--- src/rtl/usbep_pkg.sv ---
package usbep_pkg;

    localparam int EP_MAX    = 16;
    localparam int EP_IDXW   = $clog2(EP_MAX);
    localparam int CTRL_EPS  = 2;
    localparam int ERRW      = 4;

    localparam logic [3:0] OPH_SELECT = 4'h0;
    localparam logic [3:0] OPH_RDSTAT = 4'hA;
    localparam logic [7:0] OP_ACK     = 8'hF4;
    localparam logic [7:0] OP_VALID   = 8'hFA;
    localparam logic [7:0] OP_CLEAR   = 8'hF2;
    localparam logic [7:0] OP_RDSETUP = 8'hD0;

    typedef enum logic [2:0] {
        CK_NONE,
        CK_SELECT,
        CK_RDSTAT,
        CK_ACK,
        CK_VALIDATE,
        CK_CLEAR,
        CK_RDSETUP
    } cmd_kind_e;

    typedef struct packed {
        cmd_kind_e            kind;
        logic [EP_IDXW-1:0]   ep;
    } cmd_t;

    typedef struct packed {
        logic            unread;
        logic            data01;
        logic [ERRW-1:0] err;
        logic            rtok;
    } ep_stat_t;

    function automatic logic [7:0] stat_to_byte(ep_stat_t s);
        return {s.unread, s.data01, 1'b0, s.err, s.rtok};
    endfunction

    function automatic logic [7:0] setup_to_byte(logic ovwr, logic lock);
        return {4'b0000, ovwr, 2'b00, lock};
    endfunction

endpackage

--- src/rtl/usbep_cmd_dec.sv ---
module usbep_cmd_dec
    import usbep_pkg::*;
#(
    parameter int NUM_EP = EP_MAX
) (
    input  logic       valid_i,
    input  logic [7:0] byte_i,
    output cmd_t       cmd_o
);

    logic ep_in_range;

    always_comb begin
        ep_in_range = int'(byte_i[3:0]) < NUM_EP;
        cmd_o.kind  = CK_NONE;
        cmd_o.ep    = byte_i[EP_IDXW-1:0];
        if (valid_i) begin
            if (byte_i[7:4] == OPH_RDSTAT && ep_in_range) begin
                cmd_o.kind = CK_RDSTAT;
            end else if (byte_i[7:4] == OPH_SELECT && ep_in_range) begin
                cmd_o.kind = CK_SELECT;
            end else begin
                case (byte_i)
                    OP_ACK:     cmd_o.kind = CK_ACK;
                    OP_VALID:   cmd_o.kind = CK_VALIDATE;
                    OP_CLEAR:   cmd_o.kind = CK_CLEAR;
                    OP_RDSETUP: cmd_o.kind = CK_RDSETUP;
                    default:    cmd_o.kind = CK_NONE;
                endcase
            end
        end
    end

endmodule

--- src/rtl/usbep_stat_file.sv ---
module usbep_stat_file
    import usbep_pkg::*;
#(
    parameter int NUM_EP = EP_MAX
) (
    input  logic               clk,
    input  logic               rst,
    input  logic               evt_valid_i,
    input  logic [EP_IDXW-1:0] evt_ep_i,
    input  logic [ERRW-1:0]    evt_err_i,
    input  logic               evt_ok_i,
    input  logic               evt_pid1_i,
    input  logic               rd_hit_i,
    input  logic [EP_IDXW-1:0] rd_ep_i,
    output ep_stat_t           stat_o [NUM_EP]
);

    for (genvar g = 0; g < NUM_EP; g++) begin : g_ep
        ep_stat_t stat_q;
        logic     fresh_q;
        logic     evt_here;
        logic     rd_here;

        assign evt_here = evt_valid_i && (evt_ep_i == EP_IDXW'(g));
        assign rd_here  = rd_hit_i && (rd_ep_i == EP_IDXW'(g));

        always_ff @(posedge clk) begin
            if (rst) begin
                stat_q  <= '0;
                fresh_q <= 1'b0;
            end else if (evt_here) begin
                stat_q.unread <= stat_q.unread | fresh_q;
                stat_q.err    <= evt_err_i;
                stat_q.rtok   <= evt_ok_i;
                if (evt_ok_i) begin
                    stat_q.data01 <= evt_pid1_i;
                end
                fresh_q <= 1'b1;
            end else if (rd_here) begin
                stat_q.unread <= 1'b0;
                stat_q.rtok   <= 1'b0;
                fresh_q       <= 1'b0;
            end
        end

        assign stat_o[g] = stat_q;

        AST_RD_CLEARS: assert property (@(posedge clk) disable iff (rst)
            rd_here && !evt_here |=> !stat_q.unread && !stat_q.rtok);
        AST_EVT_WINS: assert property (@(posedge clk) disable iff (rst)
            evt_here && rd_here && fresh_q |=> stat_q.unread);
        AST_TOGGLE_HOLD: assert property (@(posedge clk) disable iff (rst)
            evt_here && !evt_ok_i |=> stat_q.data01 == $past(stat_q.data01));
    end

endmodule

--- src/rtl/usbep_setup_lock.sv ---
module usbep_setup_lock (
    input  logic clk,
    input  logic rst,
    input  logic setup_rx_i,
    input  logic setup_done_i,
    input  logic stall_i,
    input  logic ack_i,
    input  logic flag_rd_i,
    output logic lock_o,
    output logic ovwr_o
);

    logic lock_q;
    logic pend_q;
    logic busy_q;
    logic ovwr_q;

    always_ff @(posedge clk) begin
        if (rst) begin
            lock_q <= 1'b0;
            pend_q <= 1'b0;
            busy_q <= 1'b0;
            ovwr_q <= 1'b0;
        end else begin
            if (setup_rx_i) begin
                lock_q <= 1'b1;
                pend_q <= 1'b1;
                busy_q <= 1'b1;
            end else begin
                if (ack_i) lock_q <= 1'b0;
                if (ack_i || stall_i) pend_q <= 1'b0;
                if (setup_done_i) busy_q <= 1'b0;
            end

            if (setup_rx_i && pend_q) begin
                ovwr_q <= 1'b1;
            end else if (flag_rd_i && (!busy_q || setup_done_i)) begin
                ovwr_q <= 1'b0;
            end
        end
    end

    assign lock_o = lock_q;
    assign ovwr_o = ovwr_q;

    AST_SETUP_LOCKS: assert property (@(posedge clk) disable iff (rst)
        setup_rx_i |=> lock_q);
    AST_ACK_UNLOCKS: assert property (@(posedge clk) disable iff (rst)
        ack_i && !setup_rx_i |=> !lock_q);
    AST_OVWR_SET: assert property (@(posedge clk) disable iff (rst)
        setup_rx_i && pend_q |=> ovwr_q);
    AST_OVWR_KEEP_BUSY: assert property (@(posedge clk) disable iff (rst)
        ovwr_q && busy_q && !setup_done_i |=> ovwr_q);

endmodule

--- src/rtl/usbep_status_top.sv ---
module usbep_status_top
    import usbep_pkg::*;
#(
    parameter int NUM_EP = EP_MAX
) (
    input  logic       clk,
    input  logic       rst,
    input  logic       cmd_valid,
    input  logic [7:0] cmd_byte,
    output logic       rd_valid,
    output logic [7:0] rd_data,
    input  logic       evt_valid,
    input  logic [3:0] evt_ep,
    input  logic [3:0] evt_err,
    input  logic       evt_ok,
    input  logic       evt_pid1,
    input  logic       setup_rx,
    input  logic       setup_done,
    input  logic       ctl_stall,
    output logic       buf_validate,
    output logic       buf_clear,
    output logic [3:0] buf_ep,
    output logic       setup_locked
);

    cmd_t               cmd;
    ep_stat_t           stat_w [NUM_EP];
    logic               lock_w;
    logic               ovwr_w;
    logic [EP_IDXW-1:0] sel_q;
    logic               rd_valid_q;
    logic [7:0]         rd_data_q;
    logic               val_q;
    logic               clr_q;
    logic               ctl_blocked;

    usbep_cmd_dec #(.NUM_EP(NUM_EP)) u_dec (
        .valid_i (cmd_valid),
        .byte_i  (cmd_byte),
        .cmd_o   (cmd)
    );

    usbep_stat_file #(.NUM_EP(NUM_EP)) u_stat (
        .clk         (clk),
        .rst         (rst),
        .evt_valid_i (evt_valid),
        .evt_ep_i    (evt_ep),
        .evt_err_i   (evt_err),
        .evt_ok_i    (evt_ok),
        .evt_pid1_i  (evt_pid1),
        .rd_hit_i    (cmd.kind == CK_RDSTAT),
        .rd_ep_i     (cmd.ep),
        .stat_o      (stat_w)
    );

    usbep_setup_lock u_lock (
        .clk          (clk),
        .rst          (rst),
        .setup_rx_i   (setup_rx),
        .setup_done_i (setup_done),
        .stall_i      (ctl_stall),
        .ack_i        (cmd.kind == CK_ACK),
        .flag_rd_i    (cmd.kind == CK_RDSETUP),
        .lock_o       (lock_w),
        .ovwr_o       (ovwr_w)
    );

    assign ctl_blocked = lock_w && (int'(sel_q) < CTRL_EPS);

    always_ff @(posedge clk) begin
        if (rst) begin
            sel_q      <= '0;
            rd_valid_q <= 1'b0;
            rd_data_q  <= '0;
            val_q      <= 1'b0;
            clr_q      <= 1'b0;
        end else begin
            rd_valid_q <= 1'b0;
            val_q      <= 1'b0;
            clr_q      <= 1'b0;
            case (cmd.kind)
                CK_SELECT:   sel_q <= cmd.ep;
                CK_RDSTAT: begin
                    rd_valid_q <= 1'b1;
                    rd_data_q  <= stat_to_byte(stat_w[cmd.ep]);
                end
                CK_RDSETUP: begin
                    rd_valid_q <= 1'b1;
                    rd_data_q  <= setup_to_byte(ovwr_w, lock_w);
                end
                CK_VALIDATE: val_q <= !ctl_blocked;
                CK_CLEAR:    clr_q <= !ctl_blocked;
                default: ;
            endcase
        end
    end

    assign rd_valid     = rd_valid_q;
    assign rd_data      = rd_data_q;
    assign buf_validate = val_q;
    assign buf_clear    = clr_q;
    assign buf_ep       = 4'(sel_q);
    assign setup_locked = lock_w;

    AST_CTL_BLOCK: assert property (@(posedge clk) disable iff (rst)
        cmd_valid && (cmd_byte == OP_VALID || cmd_byte == OP_CLEAR)
        && setup_locked && buf_ep < 4'd2 |=> !buf_validate && !buf_clear);
    AST_UNKNOWN_QUIET: assert property (@(posedge clk) disable iff (rst)
        cmd_valid && cmd_byte == 8'h55 |=> !rd_valid && !buf_validate && !buf_clear);
    AST_ACK_NO_DATA: assert property (@(posedge clk) disable iff (rst)
        cmd_valid && cmd_byte == OP_ACK |=> !rd_valid);
    AST_RD_PULSE: assert property (@(posedge clk) disable iff (rst)
        cmd_valid && cmd_byte[7:4] == OPH_RDSTAT |=> rd_valid);

endmodule

--- config.mk ---
export PLATFORM = sky130hd
export DESIGN_NAME = usbep_status_top
export DESIGN_NICKNAME = d
export VERILOG_FILES = /design/src/rtl/usbep_pkg.sv /design/src/rtl/usbep_cmd_dec.sv /design/src/rtl/usbep_stat_file.sv /design/src/rtl/usbep_setup_lock.sv /design/src/rtl/usbep_status_top.sv
export SDC_FILE = /design/constraint.sdc
export NUM_CORES = 1
export LEC_CHECK = 0
export BUFFER_PORTS_ARGS = -buffer_cell sky130_fd_sc_hd__buf_2
export CORE_ASPECT_RATIO = 1.4
export CORE_MARGIN = 2
export CORE_UTILIZATION = 25
export CTS_CLUSTER_DIAMETER = 100
export CTS_CLUSTER_SIZE = 20
export DETAILED_ROUTE_END_ITERATION = 8
export PLACE_DENSITY = 0.41
export SLEW_MARGIN = 15
export SYNTH_ARGS = -nofsm -noshare
export SYNTH_HDL_FRONTEND = slang
export SYNTH_SLANG_ARGS = --single-unit
--- constraint.sdc ---
create_clock -name clk -period 4.1 [get_ports clk]
set_clock_uncertainty 0.2 [all_clocks]
set_input_delay 0.82 -clock clk [delete_from_list [all_inputs] [get_ports clk]]
set_output_delay 0.82 -clock clk [all_outputs]
set_load 0.01 [all_outputs]
==> flow_summary.toml, run 1 <==
[status]
run_status = "finished clean"

[yosys]
synth_cells = 736
ys_async_sr_fraction_pct = 0
synth_fp_nets = 761
synth-main-ff-cell = "dfxtp_1"
mappedNetlistArea_sq_mm = 0.00663
post_synth.cell_area_avg_sq_um = 9.01
synth_seq_area_share_pct = 44.1
netlist-cell-type-count = 60
yosys_warnings = 0
synth_seq_cells = 146
number_of_enable_flip_flop_cells_after_synthesis = 0

[setup_path]
critical_path.startpoint_type = "input port"
timing.setup.critical_path_class = "in2reg"
worstPathArrival_ns = 2.86
crit_path_max_fanout = 31
worstSetupEndpointType = "flop"
worst_r2r_path_depth = 5
path_cells = "buf_2 > buf_4 > mux4_2 > a22oi_1 > nand3_1 > a32o_1"
path_delay_family = "buffers and inverters"
worst-path-stages = 6
critical-path-slowest-cell = "buf_2"
cp.buffers_inverters = 2
critPathMaxStageDelay_ns = 0.69
worst-endpoint-required_ns = 4.22

[global_routing]
grt_first_pass_wirelength_mm = 32.0
grt.overflow.total = 0
initial_antenna_violation_count = 0
vias_in_the_first_global_route = 5367
maximum_number_of_pins_on_one_net_before_global_route_repair = 65
grt_usage_pct = 15.4

[cells_and_area]
post_route_cells_drive_above_1_share_pct = 16.8
flow.area_growth_from_synthesis_pct = 15.2
n_antenna_cell = 0
finalCoreUtilization_pct = 29.3
finalNonFillerCells = 1097
fin_nets = 787

[hold_path]
min_path_cells = 2
hp-class = "reg2reg"

[placement]
final_hpwl_from_detailed_placement_mm = 14.6
buffer_ports.inserted = 39
dp.cells = 1067
dpl_worst_slack_ns = 0.858
final_estimated_routing_congestion_in_global_placement = 0.742

[clocking]
htree_num_levels = 4
holdBufCountCts = 0
cts_resized = 0
cts.clk_slew.worst_paths_ns = 0.07
worst_skew_pair.late_latency_ns = 0.43
clock_tree_from_tritoncts = "done"
clock-sinks = 146
clk_root_buffer_cell = "clkbuf_16"
cts_setup_buffers = 0
cts_inserted_buffers = 17
max-clock-path-buffers = 2

[route]
drc = 0
initialDrtViolationCount = 357
detail_route.vias_per_cell = 4.95
avgRoutedWirePerCell_microns = 19.0
postRouteAntennaNets = 0
dr.pass1.iters = 5
routed_wl_mm = 20.9
dr_total_vias = 5430

[power_and_ir_drop]
cellInternalPower_mw = 2.37
comb_power_share_pct = 6.8
sequential_group_share_of_total_power_pct = 46.1
sw_frac_of_total_pct = 24.4
power.share.clock_pct = 47.1
power.ir.vdd_worst_v = 0.000250
p_switching_mw = 0.766
static-leakage-power_nw = 2.64
pwr_density_cell_mw_per_mm2 = 411

[timing]
post-route-period-util_pct = 66.8
report.final.setup_viol = 0
clock.fmax_mhz = 365
report.final.hold_viol_count = 0
post-route-worst-setup-slack_ns = 1.36
maxSlewHeadroom_pct = 38.8
finalMaxSlewViolations = 0
layout_min_cycle_time_ns = 2.74
rsz_0062_raised_after_global_routing = "false"
worstMarginPinSlew_ns = 0.919
fin_tns_setup_ns = 0

[floorplan]
dieHeight_microns = 197
die-width_microns = 142
placeableCoreArea_sq_mm = 0.0261
num_io_pins = 41
std_cell_rows = 70
initial_utilization_pct = 25.4
floorplan.die_area_sq_mm = 0.0279

[flow_run]
drv.max_cap_violation_count = 0
[power by group through the flow]
| stage | sequential [mW] | clock [mW] | combinational, mW |
|---|---|---|---|
| 5_1_grt | 1.45 | 1.58 | 0.232 |
| 3_3_place_gp | 1.48 | 0 | 0.216 |
| 2_1_floorplan | 1.48 | 0 | 0.149 |
| 6_report | 1.45 | 1.48 | 0.212 |
| 4_1_cts | 1.45 | 1.51 | 0.216 |
| 3_5_place_dp | 1.48 | 0 | 0.215 |
[state kept, by name, summed over array words and instances (netlist names)]
signal and count:
buf_clear 1, rd_data 7, u_stat.g_ep.fresh_q 16, u_lock.ovwr_o 1, u_stat.stat_o 112, u_lock.pend_q 1
buf_validate 1, u_lock.busy_q 1, buf_ep 4, u_lock.lock_o 1, rd_valid 1
[kinds of logic after synthesis]
| kind of cell | count (synthesis) | synth area share, % |
|---|---|---|
| flops | 146 | 44.1 |
| buf+inv | 54 | 4.49 |
| mux | 47 | 13.2 |
| compound gates | 190 | 16.7 |
| other cells | 1 | 0.0566 |
| simple gates | 295 | 21.1 |
| xor+xnor | 3 | 0.396 |
[through the flow]
step                      instance area [sq um]  hold WS (ns)  power [mW]
final                                      7640         0.249        3.14
after global routing                       7640         0.272        3.26
after CTS                                  7640         0.250        3.18
after detailed placement                   7090         0.240        1.69
after global placement                     7090         0.238        1.70
after floorplan                            6630         0.228        1.62
[tightest hold or removal path: stages (launching register included)]
cell	delay, ns
dfxtp_1	0.30
nand2_1	0.05
a21oi_1	0.05
[final timing paths]
kind                                          end  slack [ns]          startpoint
worst max-delay path                   rd_data[6]        1.36         cmd_byte[0]
worst min-delay path            u_stat.stat_o[75]        0.25   u_stat.stat_o[75]
worst max register to register         rd_data[3]        2.12  u_stat.stat_o[101]
worst min register to register  u_stat.stat_o[75]        0.25   u_stat.stat_o[75]
[cell type report]
class | count | area, sq um
Clock inverter | 10 | 86.3
Sequential cell | 146 | 2920
Tap cell | 324 | 405
Multi-Input combinational cell | 536 | 3410
Inverter | 4 | 15.0
Clock buffer | 20 | 467
Fill cell | 2789 | 18500
Timing Repair Buffer | 57 | 333
[Yosys cell counts, drive strengths merged, types with 2 or more instances]
cell,count,area share (%)
nor2b,5,0.47
or3,2,0.26
nor4,4,0.47
a32o,5,0.75
nand2b,10,0.94
o211ai,3,0.34
a22oi,6,0.75
and2,2,0.19
o21a,2,0.23
dfxtp,146,44
buf,20,2.1
xor2,2,0.26
nor2,60,3.7
a31oi,2,0.42
mux2,3,0.51
mux2i,16,2.4
a211oi,2,0.42
o21ai,46,3.5
nand2,146,8.3
nand3b,12,1.4
o31ai,2,0.23
nor3,11,1.3
clkbuf,30,2.2
nand3,35,2.8
a21oi,115,8.7
inv,4,0.23
mux4,28,10
[metal layers]
| metal | track usage, % | wire length, microns |
|---|---|---|
| met5 | 0 | 0 |
| met4 | 6.85 | 645 |
| met3 | 3.09 | 783 |
| met2 | 26.2 | 10400 |
| met1 | 18.8 | 9020 |
[cell usage in the layout, fill, tap and decap left out, drive strengths merged, types with 5 or more instances in the layout]
| cell type | count |
|---|---|
| mux2i | 16 |
| nor2b | 5 |
| nor3 | 11 |
| buf | 57 |
| mux4 | 28 |
| nand2 | 146 |
| clkinv | 6 |
| a22oi | 6 |
| nand3b | 12 |
| nand3 | 35 |
| nor2 | 60 |
| o21ai | 46 |
| nand2b | 10 |
| a32o | 5 |
| a21oi | 115 |
| dfxtp | 146 |
| clkbuf | 20 |
Note: power is estimated with default switching activity, not from simulation.
==> inputs of run 2 (changes only) <==
- ABC_AREA: not set -> 1
- PLACE_DENSITY: 0.41 -> 0.42
- clock period: 4.1 -> 2.5 ns (I/O delays scaled with it)
==> run 2 against run 1 <==
Worst hold slack got worse by 0.12 ns. Critical path depth increased by 7. Core utilization increased by 1.8 points. Via count increased by 12%. Clock power increased by 96%. First-iteration DRC count decreased by 12%. Routed wire length increased by 4.8%. Synthesized cell count increased by 29%. Register-to-register slack got worse by 1.1 ns. Critical path type unchanged.
==> flow_summary.toml, run 2 <==
[global_routing]
maximum_number_of_pins_on_one_net_before_global_route_repair = 68
vias_in_the_first_global_route = 6031
initial_antenna_violation_count = 0
grt_usage_pct = 16.9
grt_first_pass_wirelength_mm = 34.4
grt.overflow.total = 0

[floorplan]
die-width_microns = 139
num_io_pins = 41
floorplan.die_area_sq_mm = 0.0268
std_cell_rows = 69
placeableCoreArea_sq_mm = 0.0252
dieHeight_microns = 193
initial_utilization_pct = 25.3

[setup_path]
worst-endpoint-required_ns = 2.62
crit-reg2reg-launch = "u_stat.stat_o[3]"
r2r_slack_ns = 0.98
worstSetupEndpointType = "flop"
crit_path_max_fanout = 8
capture_point_of_the_worst_reg_to_reg_path = "rd_data[3]"
worst_r2r_path_depth = 12
critical_path.startpoint_type = "input port"
timing.setup.critical_path_class = "in2reg"
worstPathArrival_ns = 2.08
worst_setup_path_startpoint = "cmd_byte[3]"
critPathCapture = "buf_ep[1]"

[yosys]
yosys_warnings = 0
synth_seq_area_share_pct = 45.9
synth_fp_nets = 974
synth_top_cells_by_area = "dfxtp_1, nor2_1, nand2_1"
synth_cells = 949
ys_top_cells_by_count = "nor2_1, nand2_1, dfxtp_1, inv_1, o21ai_0"
ys_async_sr_fraction_pct = 0
number_of_enable_flip_flop_cells_after_synthesis = 0
post_synth.cell_area_avg_sq_um = 6.71
synthMostInstantiatedCell = "nor2_1"
synthDominantAreaCellType = "dfxtp_1"
synth-main-ff-cell = "dfxtp_1"
synth_seq_cells = 146
synth_largest_type_area_fraction_pct = 45.9
mappedNetlistArea_sq_mm = 0.00637
netlist-cell-type-count = 25

[route]
avgRoutedWirePerCell_microns = 16.3
dr_total_vias = 6098
drc = 0
initialDrtViolationCount = 313
postRouteAntennaNets = 0
dr.pass1.iters = 6
routed_wl_mm = 21.9
detail_route.vias_per_cell = 4.54

[timing]
report.final.hold_viol_count = 0
worstMarginPinSlew_ns = 0.785
layout_min_cycle_time_ns = 1.96
finalMaxSlewViolations = 0
post-route-period-util_pct = 78.3
post-route-worst-setup-slack_ns = 0.542
report.final.setup_viol = 0
clock.fmax_mhz = 511
fin_tns_setup_ns = 0
maxSlewHeadroom_pct = 47.7
rsz_0062_raised_after_global_routing = "false"

[cells_and_area]
mostFrequentLayoutCell = "nor2_1"
n_antenna_cell = 0
flow.area_growth_from_synthesis_pct = 22.8
fin_nets = 1035
largest_register_ffs = 112
post_route_cells_drive_above_1_share_pct = 11.6
commonest_cells_after_routing_fill_and_taps_aside = "nor2_1, nand2_1, dfxtp_1, inv_1, o21ai_0"

[placement]
final_estimated_routing_congestion_in_global_placement = 0.793
buffer_ports.inserted = 39
dpl_worst_slack_ns = 0.118
final_hpwl_from_detailed_placement_mm = 15.3

[power_and_ir_drop]
static-leakage-power_nw = 3.34
pwr_density_cell_mw_per_mm2 = 728
power_total_mw = 5.69
cellInternalPower_mw = 4.36
power.share.clock_pct = 51.0
sw_frac_of_total_pct = 23.5
p_switching_mw = 1.34
comb_power_share_pct = 7.1
power.ir.vdd_worst_v = 0.000398
sequential_group_share_of_total_power_pct = 41.9

[flow_run]
drv.max_cap_violation_count = 0

[clocking]
cts_inserted_buffers = 17
clock-sinks = 146
max-clock-path-buffers = 2
holdBufCountCts = 0
worst_skew_pair.late_latency_ns = 0.43
clock_tree_from_tritoncts = "done"
htree_num_levels = 4
cts.clk_slew.worst_paths_ns = 0.07
cts_setup_buffers = 0
clk_root_buffer_cell = "clkbuf_16"
cts_resized = 0

[status]
run_status = "finished clean"

[hold_path]
hp-class = "in2reg"
min_path_cells = 3
-- run 2: changes by cell type after synthesis, sizes merged, moves of 9 or more --
cell    previous run  this run
mux2i             16         0
nor3              11         2
o21ai             46       103
o22ai              0        28
nand2b            10         0
nand3             35        17
inv                4       107
buf               20         6
nand2            146       199
a21oi            115        87
nand3b            12         1
mux4              28         0
nor2              60       204
-- run 2: power by group through the flow --
stage	sequential, mW	clock, mW	combinational (mW)
finish	2.39	2.90	0.404
global route	2.39	3.07	0.445
CTS	2.39	2.98	0.408
detailed placement	2.44	0	0.406
global placement	2.44	0	0.409
floorplan	2.44	0	0.214
-- run 2: worst min-delay path by stage --
stage / from / endpoint / slack, ns
after floorplan: u_stat.stat_o[31] / u_stat.stat_o[31] / 0.22
after global placement: u_stat.stat_o[31] / u_stat.stat_o[31] / 0.24
after detailed placement: u_stat.stat_o[31] / u_stat.stat_o[31] / 0.24
after CTS: setup_rx / u_lock.ovwr_o / 0.11
after global routing: setup_rx / u_lock.ovwr_o / 0.11
final: setup_rx / u_lock.ovwr_o / 0.13
-- run 2: kinds of logic (layout without fill, tap and decap cells) --
logic type | count (synthesis) | after routing | synth area share (%)
simple gates | 430 | 430 | 26.5
compound gates | 229 | 229 | 19.0
flops | 146 | 146 | 45.9
buf+inv | 143 | 217 | 8.60
other cells | 1 | 1 | 0.0588
-- run 2: layout make-up --
class	instances	area (sq um)
clock inverter	14	236
timing repair buffer	77	531
multi-input combinational	660	2900
sequential	146	2920
clock buffer	18	429
inverter	108	405
fill	2810	17400
tap	319	399
-- run 2: worst max-delay path: stages --
cell and delay (ns):
buf_2 0.11, inv_1 0.11, nand2_1 0.15, nor2_1 0.21, nand2_1 0.11, nand2_1 0.10
o21ai_0 0.08, inv_1 0.10, nand2_1 0.08, nor2_2 0.29, nand2_1 0.12, nand2_1 0.08
nor2_1 0.04
-- run 2: stage by stage --
step                instance area (sq um)  utilization [%]  cells  hold slack, ns
global route                         7830             31.0   1342           0.114
detailed placement                   7160             28.4   1310           0.241
floorplan                            6370                -    949           0.224
finish                               7830             31.0   1342           0.129
CTS                                  7830             31.0   1342           0.105
global placement                     7160             28.4   1310           0.236
-- run 2: metal layers --
metal / share of wire [%] / vias up / track usage (%) / wire length [microns]
met5: 0 / - / 0 / 0
met4: 2.6 / 0 / 6.76 / 562
met3: 3.6 / 29 / 3.03 / 793
met2: 49 / 117 / 30.1 / 10800
met1: 44 / 2795 / 20.3 / 9710
li1: - / 3157 / - / -
==> inputs of run 3 (changes only) <==
- PLACE_DENSITY: 0.42 -> 0.41
- clock period: 2.5 -> 2 ns (I/O delays scaled with it)
==> run 3 against run 2 <==
Power is 17% higher. Core utilization is 0.71 points higher. Register-to-register slack worse by 0.49 ns. Critical path depth stayed put. Flip-flop and latch count stayed put. Sequential power is 25% higher. Critical endpoint is now u_stat.stat_o[83]. Largest cell class unchanged. Largest power group unchanged. Highest routed layer unchanged.
==> flow_summary.toml, run 3 (synthesis gave the netlist of run 2 again) <==
[timing]
layout_min_cycle_time_ns = 1.73
report.final.hold_viol_count = 0
worst_hold_slack_ns = 0.0371
report.final.setup_viol = 0
rsz_0062_raised_after_global_routing = "false"
finalMaxSlewViolations = 0
post-route-period-util_pct = 86.5
maxSlewHeadroom_pct = 61.5
worstMarginPinSlew_ns = 0.578
clock.fmax_mhz = 578

[floorplan]
die-width_microns = 139
dieHeight_microns = 193
floorplan.die_area_sq_mm = 0.0268
placeableCoreArea_sq_mm = 0.0252
num_io_pins = 41
std_cell_rows = 69
initial_utilization_pct = 25.3

[placement]
final_hpwl_from_detailed_placement_mm = 16.0
final_estimated_routing_congestion_in_global_placement = 0.808
buffer_ports.inserted = 39

[global_routing]
grt_usage_pct = 17.1
initial_antenna_violation_count = 0
maximum_number_of_pins_on_one_net_before_global_route_repair = 79
grt.overflow.total = 0
vias_in_the_first_global_route = 5914
grt_first_pass_wirelength_mm = 34.7

[cells_and_area]
fin_nets = 1067
n_antenna_cell = 0
flow.area_growth_from_synthesis_pct = 25.6
mostFrequentLayoutCell = "nor2_1"
post_route_cells_drive_above_1_share_pct = 14.0
largest_register_ffs = 112
commonest_cells_after_routing_fill_and_taps_aside = "nor2_1, nand2_1, dfxtp_1, inv_1, o21ai_0"
finalCoreUtilization_pct = 31.8

[setup_path]
r2r_slack_ns = 0.49
critical_path.startpoint_type = "input port"
worstSetupEndpointType = "flop"
critical-path-slowest-cell = "buf_12"
worstPathArrival_ns = 1.85
crit-reg2reg-launch = "u_stat.stat_o[32]"
crit_path_max_fanout = 23
worst_r2r_path_depth = 7
cp.buffers_inverters = 4
crit_top_cell = "nand2_1"
critPathMaxStageDelay_ns = 0.19
capture_point_of_the_worst_reg_to_reg_path = "rd_data[4]"
timing.setup.critical_path_class = "in2reg"
path_cells = "buf_2 > buf_4 > nand2_2 > nor2_1 > nand2_1 > nand2_1 > nor2_2 > nand3_4 > nor2_4 > buf_12 > nand2_1 > o21ai_1 > inv_1"
path_delay_family = "simple AND/OR/NAND/NOR gates"
worst-endpoint-required_ns = 2.12

[hold_path]
min_path_cells = 3
hold_start = "ctl_stall"
end_of_the_worst_hold_path = "u_lock.pend_q"
hp-class = "in2reg"

[clocking]
cts.clk_slew.worst_paths_ns = 0.06
clock-sinks = 146
cts_resized = 0
clk_root_buffer_cell = "clkbuf_16"
cts_setup_buffers = 0
worst_skew_pair.late_latency_ns = 0.43
max-clock-path-buffers = 2
htree_num_levels = 4
holdBufCountCts = 0
clock_tree_from_tritoncts = "done"
cts_inserted_buffers = 17

[status]
run_status = "finished clean"

[route]
detail_route.vias_per_cell = 4.55
dr.pass1.iters = 5
postRouteAntennaNets = 0
initialDrtViolationCount = 430
routed_wl_mm = 22.5
drc = 0
avgRoutedWirePerCell_microns = 16.4
dr_total_vias = 6247

[power_and_ir_drop]
static-leakage-power_nw = 3.46
pwr_density_cell_mw_per_mm2 = 835
power.ir.vdd_worst_v = 0.000427

[flow_run]
drv.max_cap_violation_count = 0
## run 3: cell count changes in the layout (fill, tap and decap cells not counted)
cell,before,now
clkinv_2,3,2
clkinv_4,3,0
clkbuf_1,1,3
clkinvlp_4,2,1
bufinv_16,6,1
clkbuf_8,0,6
buf_12,4,7
buf_4,34,63
## run 3: power by group
group          switching [mW]  leakage [nW]  internal, mW  total, mW
Sequential             0.0271          1.18          2.96       2.99
Clock                    1.25         0.278          1.89       3.14
Combinational           0.368          2.00         0.189      0.557
Total                    1.64          3.46          5.04       6.69
## run 3: worst register-to-register path, cell delays in order, from the launching register on
cell	delay (ns)
dfxtp_1	0.33
o22ai_1	0.12
o21ai_0	0.23
buf_4	0.15
nand2_1	0.08
nor2_1	0.15
nand2_1	0.07
a21oi_1	0.11
## run 3: metrics by stage
stage / cells / cell area (sq um) / total power [mW] / TNS, ns / setup WS [ns]
after floorplan: 949 / 6370 / 3.31 / 0 / 0.0880
after global placement: 1342 / 7440 / 3.62 / -8.25 / -0.180
after detailed placement: 1342 / 7440 / 3.61 / -7.74 / -0.167
after CTS: 1372 / 8000 / 6.76 / 0 / 0.276
after global routing: 1372 / 8000 / 6.92 / 0 / 0.112
final: 1372 / 8000 / 6.69 / 0 / 0.271
## run 3: layer usage
metal / share of wire (%) / vias to the layer above / GRT usage, %
li1: - / 3226 / -
met1: 44 / 2887 / 20.2
met2: 51 / 108 / 31.2
met3: 2.7 / 26 / 2.73
met4: 2.5 / 0 / 6.84
met5: 0 / - / 0
## run 3: how the worst max path moves through the flow
| stage | from | end | slack, ns | cells after the start |
|---|---|---|---|---|
| 2_1_floorplan | cmd_byte[3] | u_stat.stat_o[83] | 0.09 | 11 |
| 3_3_place_gp | cmd_byte[1] | buf_ep[3] | -0.18 | 13 |
| 3_5_place_dp | cmd_byte[1] | u_stat.stat_o[83] | -0.17 | 13 |
| 4_1_cts | cmd_byte[1] | rd_data[3] | 0.28 | 15 |
| 5_1_grt | cmd_byte[1] | rd_data[3] | 0.11 | 15 |
| 6_report | cmd_byte[1] | u_stat.stat_o[83] | 0.27 | 13 |
## run 3: layout make-up
| type | count | area [sq um] |
|---|---|---|
| timing repair buffer | 109 | 808 |
| sequential | 146 | 2920 |
| clock buffer | 26 | 519 |
| multi-input combinational | 660 | 2900 |
| tap | 319 | 399 |
| inverter | 108 | 405 |
| fill | 2790 | 17200 |
| clock inverter | 4 | 47.5 |
